--- config.mk ---
export PLATFORM = sky130hd
export DESIGN_NAME = cfg_index_regbank
export DESIGN_NICKNAME = d
export VERILOG_FILES = /design/src/rtl/cfgbank_pkg.sv /design/src/rtl/cfgbank_rst_sync.sv /design/src/rtl/cfgbank_decode.sv /design/src/rtl/cfgbank_cr00.sv /design/src/rtl/cfgbank_store.sv /design/src/rtl/cfg_index_regbank.sv
export SDC_FILE = /design/constraint.sdc
export NUM_CORES = 1
export LEC_CHECK = 0
export CORE_UTILIZATION = 40
export DETAILED_ROUTE_END_ITERATION = 8
export SYNTH_ARGS = -nofsm -noshare
export SYNTH_HDL_FRONTEND = slang
export SYNTH_SLANG_ARGS = --single-unit
--- constraint.sdc ---
create_clock -name clk -period 7.4 [get_ports clk]
set_clock_uncertainty 0.2 [all_clocks]
set_input_delay 1.48 -clock clk [delete_from_list [all_inputs] [get_ports clk]]
set_output_delay 1.48 -clock clk [all_outputs]
set_load 0.1 [all_outputs]
--- src/rtl/cfgbank_pkg.sv ---
package cfgbank_pkg;
  localparam int unsigned DATA_W = 8;

  typedef enum logic [1:0] {
    IFM_OFF   = 2'b00,
    IFM_RSVD  = 2'b01,
    IFM_IDE   = 2'b10,
    IFM_ALTIR = 2'b11
  } ifmode_e;

  // register 00: writable bits and the fixed read-only pattern
  localparam logic [DATA_W-1:0] CR0_RW_MASK = 8'h8B;
  localparam logic [DATA_W-1:0] CR0_RO_VAL  = 8'h20;
  localparam logic [DATA_W-1:0] CR0_RST_RW  = 8'h08;
endpackage

--- src/rtl/cfgbank_rst_sync.sv ---
module cfgbank_rst_sync #(
  parameter int unsigned STAGES = 2
) (
  input  logic clk,
  input  logic arst_n,
  output logic srst_n
);
  logic [STAGES-1:0] pipe_q;

  always_ff @(posedge clk or negedge arst_n) begin
    if (!arst_n) pipe_q <= '0;
    else         pipe_q <= {pipe_q[STAGES-2:0], 1'b1};
  end

  assign srst_n = pipe_q[STAGES-1];
endmodule

--- src/rtl/cfgbank_decode.sv ---
module cfgbank_decode
  import cfgbank_pkg::*;
#(
  parameter int unsigned ADDR_W   = 16,
  parameter logic [ADDR_W-1:0] PRI_BASE = 16'h03F0,
  parameter logic [ADDR_W-1:0] ALT_BASE = 16'h0370
) (
  input  logic              clk,
  input  logic              rst_n,
  input  logic              cfg_mode,
  input  logic              alt_base,
  input  logic [ADDR_W-1:0] addr,
  input  logic              wr,
  input  logic [DATA_W-1:0] wdata,
  output logic              dat_hit,
  output logic              dat_we,
  output logic [DATA_W-1:0] sel_q
);
  logic [ADDR_W-1:0] base;
  logic              idx_hit;
  logic              idx_we;
  logic [DATA_W-1:0] sel_d;

  assign base    = alt_base ? ALT_BASE : PRI_BASE;
  assign idx_hit = cfg_mode && (addr == base);
  assign dat_hit = cfg_mode && (addr == base + ADDR_W'(1));
  assign idx_we  = idx_hit && wr;
  assign dat_we  = dat_hit && wr;

  always_comb begin
    sel_d = sel_q;
    if (idx_we) sel_d = wdata;
  end

  always_ff @(posedge clk or negedge rst_n) begin
    if (!rst_n) sel_q <= '0;
    else        sel_q <= sel_d;
  end

  p_idx_frozen_r3: assert property (@(posedge clk) disable iff (!rst_n)
    !cfg_mode |=> $stable(sel_q));
  p_idx_load_r1: assert property (@(posedge clk) disable iff (!rst_n)
    (cfg_mode && wr && addr == PRI_BASE && !alt_base) |=> sel_q == $past(wdata));
  p_idx_alt_r2: assert property (@(posedge clk) disable iff (!rst_n)
    (cfg_mode && wr && addr == PRI_BASE && alt_base) |=> $stable(sel_q));
endmodule

--- src/rtl/cfgbank_cr00.sv ---
module cfgbank_cr00
  import cfgbank_pkg::*;
(
  input  logic              clk,
  input  logic              rst_n,
  input  logic              we,
  input  logic [DATA_W-1:0] wdata,
  output logic [DATA_W-1:0] rd,
  output logic              ide_en,
  output logic              alt_ir_en,
  output logic              pullup_en,
  output logic              fdc_pwrdn
);
  logic [DATA_W-1:0] rw_q, rw_d;
  ifmode_e           mode;

  always_comb begin
    rw_d = rw_q;
    if (we) rw_d = wdata & CR0_RW_MASK;
  end

  always_ff @(posedge clk or negedge rst_n) begin
    if (!rst_n) rw_q <= CR0_RST_RW;
    else        rw_q <= rw_d;
  end

  assign rd        = rw_q | CR0_RO_VAL;
  assign mode      = ifmode_e'(rw_q[1:0]);
  assign ide_en    = (mode == IFM_IDE);
  assign alt_ir_en = (mode == IFM_ALTIR);
  assign pullup_en = (mode == IFM_OFF) || (mode == IFM_RSVD);
  assign fdc_pwrdn = !rw_q[3];

  p_pwr_follow_r9: assert property (@(posedge clk) disable iff (!rst_n)
    we |=> fdc_pwrdn == !$past(wdata[3]));
  p_mode_follow_r7: assert property (@(posedge clk) disable iff (!rst_n)
    (we && wdata[1:0] == 2'b10) |=> ide_en && !alt_ir_en);
endmodule

--- src/rtl/cfgbank_store.sv ---
module cfgbank_store
  import cfgbank_pkg::*;
#(
  parameter int unsigned NUM_REGS = 30
) (
  input  logic              clk,
  input  logic              rst_n,
  input  logic              we,
  input  logic [DATA_W-1:0] sel,
  input  logic [DATA_W-1:0] wdata,
  output logic [DATA_W-1:0] rd
);
  localparam int unsigned LAST = NUM_REGS - 1;

  logic [DATA_W-1:0] mem_q [1:LAST];

  for (genvar g = 1; g <= LAST; g++) begin : g_reg
    logic              hit;
    logic [DATA_W-1:0] nxt;
    assign hit = we && (sel == DATA_W'(g));
    always_comb begin
      nxt = mem_q[g];
      if (hit) nxt = wdata;
    end
    always_ff @(posedge clk or negedge rst_n) begin
      if (!rst_n) mem_q[g] <= '0;
      else        mem_q[g] <= nxt;
    end
  end

  always_comb begin
    rd = '0;
    for (int i = 1; i <= LAST; i++)
      if (sel == DATA_W'(i)) rd = mem_q[i];
  end
endmodule

--- src/rtl/cfg_index_regbank.sv ---
module cfg_index_regbank
  import cfgbank_pkg::*;
#(
  parameter int unsigned ADDR_W   = 16,
  parameter int unsigned NUM_REGS = 30
) (
  input  logic              clk,
  input  logic              por_n,
  input  logic              hrst_n,
  input  logic              cfg_mode,
  input  logic              alt_base,
  input  logic [ADDR_W-1:0] bus_addr,
  input  logic              bus_wr,
  input  logic              bus_rd,
  input  logic [7:0]        bus_wdata,
  output logic [7:0]        bus_rdata,
  output logic              ide_en,
  output logic              alt_ir_en,
  output logic              pullup_en,
  output logic              fdc_pwrdn
);
  localparam logic [DATA_W-1:0] LAST_IDX = DATA_W'(NUM_REGS - 1);

  logic              por_rn, sel_rn;
  logic              dat_hit, dat_we;
  logic [DATA_W-1:0] sel_q, cr0_rd, st_rd;
  logic              rd_active;

  cfgbank_rst_sync #(.STAGES(2)) u_por_sync (
    .clk(clk), .arst_n(por_n), .srst_n(por_rn));
  cfgbank_rst_sync #(.STAGES(2)) u_sel_sync (
    .clk(clk), .arst_n(por_n & hrst_n), .srst_n(sel_rn));

  cfgbank_decode #(.ADDR_W(ADDR_W)) u_dec (
    .clk(clk), .rst_n(sel_rn), .cfg_mode(cfg_mode), .alt_base(alt_base),
    .addr(bus_addr), .wr(bus_wr), .wdata(bus_wdata),
    .dat_hit(dat_hit), .dat_we(dat_we), .sel_q(sel_q));

  cfgbank_cr00 u_cr0 (
    .clk(clk), .rst_n(por_rn), .we(dat_we && sel_q == '0), .wdata(bus_wdata),
    .rd(cr0_rd), .ide_en(ide_en), .alt_ir_en(alt_ir_en),
    .pullup_en(pullup_en), .fdc_pwrdn(fdc_pwrdn));

  cfgbank_store #(.NUM_REGS(NUM_REGS)) u_store (
    .clk(clk), .rst_n(por_rn), .we(dat_we), .sel(sel_q),
    .wdata(bus_wdata), .rd(st_rd));

  assign rd_active = dat_hit && bus_rd;
  assign bus_rdata = !rd_active      ? '0 :
                     (sel_q == '0)   ? cr0_rd : st_rd;

  p_func_excl_r7: assert property (@(posedge clk) disable iff (!por_rn)
    $onehot0({ide_en, alt_ir_en}));
  p_pull_off_r8: assert property (@(posedge clk) disable iff (!por_rn)
    (ide_en || alt_ir_en) |-> !pullup_en);
  p_idle_rd_r3: assert property (@(posedge clk) disable iff (!por_rn)
    !cfg_mode |-> bus_rdata == '0);
  p_ro_bits_r6: assert property (@(posedge clk) disable iff (!por_rn)
    (rd_active && sel_q == '0) |-> (bus_rdata[6:4] == 3'b010 && !bus_rdata[2]));
  p_high_idx_r11: assert property (@(posedge clk) disable iff (!por_rn)
    (rd_active && sel_q > LAST_IDX) |-> bus_rdata == '0);
  p_hrst_keep_r5: assert property (@(posedge clk) disable iff (!por_rn)
    (!sel_rn && !bus_wr) |=> $stable(fdc_pwrdn) && $stable(pullup_en));
endmodule

==> metrics <==
min Tclk post-route 5.921 ns; R2R depth 5; Final Max Tran Viols 0; Slowest Stage Delay on Critical Path 0.80 ns; Startpoint Class flip-flop; CP most frequent cell or4_1; global route overflow 0; largest net degree at the start of global routing 180; vias in the first global route 8,460; Setup Viol. Count Final 0; CP endpoint kind primary output; PD cells 211.6 nW/um^2; area leader, netlist dfrtp_1; Post-synth EDFFs 0; TritonRoute pass-1 iters 5; Overall Global Routing Usage 0.2269; Worst-Margin Slew 1.157 ns; CTS sink cnt 248; asr flop ratio synth 1.000; Cell Rows 63; clk_lat worst skew 0.55 ns; multi-input logic area 5535 sq um; Routed WL 34,400 microns; failing checks negative hold slack; crit path DAT 4.24 ns; count leader, synth mux2_2; Worst R2R End u_store.mem_q[128]$_DFFE_PN0P_; CP max FO 11; Final GP Congestion 0.9164; final hold viol count 8; die width 175.4 microns; H-tree depth 1; fraction of layout cells with a size suffix above 1 0.3599; Post-Syn Instances 993; worst reg2reg startpoint u_dec.sel_q[5]$_DFFE_PN0P_; synth unique cells 69; DRC 0; Tcrit/Tclk final 0.8002; Synth area leaders dfrtp_1 51%, mux2_2 24%, nand2_1 2.1%; FF/Latch Area 6216 sq um; Synth top area share 0.5142; CTS tree yes; Peak Freq 0.1689 GHz; kind of critical path reg2out; leakage power 0.006231 uW; dpl hpwl 21,890 microns; synthesis-stage register bit count 248; starting density of the core 0.4056; DIE HEIGHT 175.4 microns; maximum vdd drop 0.1585 mV; diode count 0; synth cell count leaders 254 x mux2_2, 247 x dfrtp_1, 68 x nand2_1; yosys warns 0; Worst EP required 5.72 ns; post-synthesis sequential area ratio 0.5163; first-pass GRT wire length 53,410 microns; fill cell count 2,701; clock root cell clkbuf_16; worst rel slew slack 0.2286; RSZ-0062 raised after global routing false; area delta synth->final 14.67%; worst min path class reg2async; # Max-Cap Violations 0; fin nets 1,053; total CTS buffers 28; CTS resizes 0; reg2reg setup slack 3.93 ns; Primary FF master, synth dfrtp_1; setup TNS 0 ns; CP max-delay cell or4_1; Synth Area per Inst 12.11 sq um; Routed Antenna Nets 0; postcts setup bufs 0; clock transition at the registers of the reported paths 0.06 ns; Wirelength per Cell 24.02 microns; CTS max path bufs 3; initial antenna violation count 0; Via density 5.982; worst-path cell chain or4_1 -> nor2_1 -> a222oi_1 -> nor3_1 -> a2111oi_1 -> or4_1 -> a31oi_1 -> buf_4; worst hold slack -0.01931 ns; Die ar. 30,750 sq um; Core ar. 29,640 sq um; Synth Cell Area 12,020 sq um; total number of vias 8,566; outcome finished with violations; hold buffers post-CTS 0; Port Buf Inserts 42; DRT iter0 DRCs 680; io pins 43
[layout make-up]
cell class / instances / share of cell area
multi-input cells: 679 / 0.4016
repair buffers: 57 / 0.03830
clock inverters: 10 / 0.01089
clock buffers: 40 / 0.06072
well taps: 390 / 0.03540
inverters: 8 / 0.002178
flip-flops and latches: 248 / 0.4509
[layer usage]
metal,wire (microns),GRT usage,part of all wire
met5,0,0,0
met1,15290,0.3284,0.44
met4,931,0.06703,0.027
met2,15690,0.3497,0.46
met3,2478,0.03680,0.072
[power breakdown]
group	leakage [uW]	total [uW]	internal, uW	switching, uW
clock	0.000492	1480	919	562
combinational	0.00230	71.4	19.1	52.3
sequential	0.00343	1360	1360	7.38
total	0.00623	2920	2300	622
[layout by cell type, fill, tap and decap left out, drive strengths merged, types with 2 or more instances in the layout]
master / n
clkinv: 6
and2: 5
nand4: 4
nor2: 81
clkdlybuf4s50: 32
o22a: 2
bufinv: 4
nand2: 70
conb: 2
nand2b: 10
a211oi: 5
a222oi: 3
o22ai: 15
a21oi: 30
o221ai: 5
a31oi: 11
a22oi: 19
clkbuf: 40
o211ai: 6
mux2: 254
nor2b: 9
dfrtp: 247
inv: 8
o21ai: 48
mux4: 8
or4: 2
a2111oi: 4
nor4: 7
o2111ai: 3
mux2i: 19
o32ai: 3
a2bb2oi: 2
buf: 25
nor3: 14
nand3: 6
a221oi: 10
[flip-flops by register name, summed over array words and instances (netlist names)]
name / flops
u_cr0.rw_q: 4
u_dec.sel_q: 8
u_por_sync.pipe_q: 2
u_sel_sync.pipe_q: 2
u_store.mem_q: 232
[per-stage QoR]
stage / utilization / instances / total power [uW] / setup slack (ns) / instance area [sq um]
after floorplan: - / 994 / 1419 / 0.07811 / 12030
after global placement: 0.4318 / 1382 / 1463 / 2.019 / 12800
after detailed placement: 0.4318 / 1382 / 1462 / 1.962 / 12800
after CTS: 0.4651 / 1432 / 2945 / 1.558 / 13780
after global routing: 0.4651 / 1432 / 3000 / 1.433 / 13780
final: 0.4651 / 1432 / 2917 / 1.479 / 13780
[worst max-delay path by stage]
stage,from,end,slack [ns],depth (start not counted)
final,u_dec.sel_q[5]$_DFFE_PN0P_,bus_rdata[5],1.48,8
after global routing,u_dec.sel_q[5]$_DFFE_PN0P_,bus_rdata[5],1.43,8
after CTS,u_dec.sel_q[5]$_DFFE_PN0P_,bus_rdata[5],1.56,8
after detailed placement,bus_addr[5],bus_rdata[4],1.96,10
after global placement,bus_addr[5],bus_rdata[6],2.02,8
after floorplan,u_por_sync.pipe_q[1]$_DFF_PN0_,u_cr0.rw_q[0]$_DFFE_PN0P_,0.08,0
[cell families after synthesis]
| kind of cell | after synthesis | synth area share |
|---|---|---|
| compound gates | 180 | 0.09898 |
| xor+xnor | 1 | 0.0007287 |
| buf+inv | 67 | 0.02352 |
| flops | 248 | 0.5163 |
| mux | 281 | 0.2687 |
| other cells | 1 | 0.0003119 |
| simple gates | 215 | 0.09138 |
[worst max-delay path, delay by kind of cell (launching register included)]
family                 cells  cell delay, ns
DFF                        1            0.45
AOI/OAI and AO/OA          3            0.55
buffers and inverters      1            0.33
and+or+nand+nor            4            2.36
No activity file was read; power rests on OpenSTA's default activity.
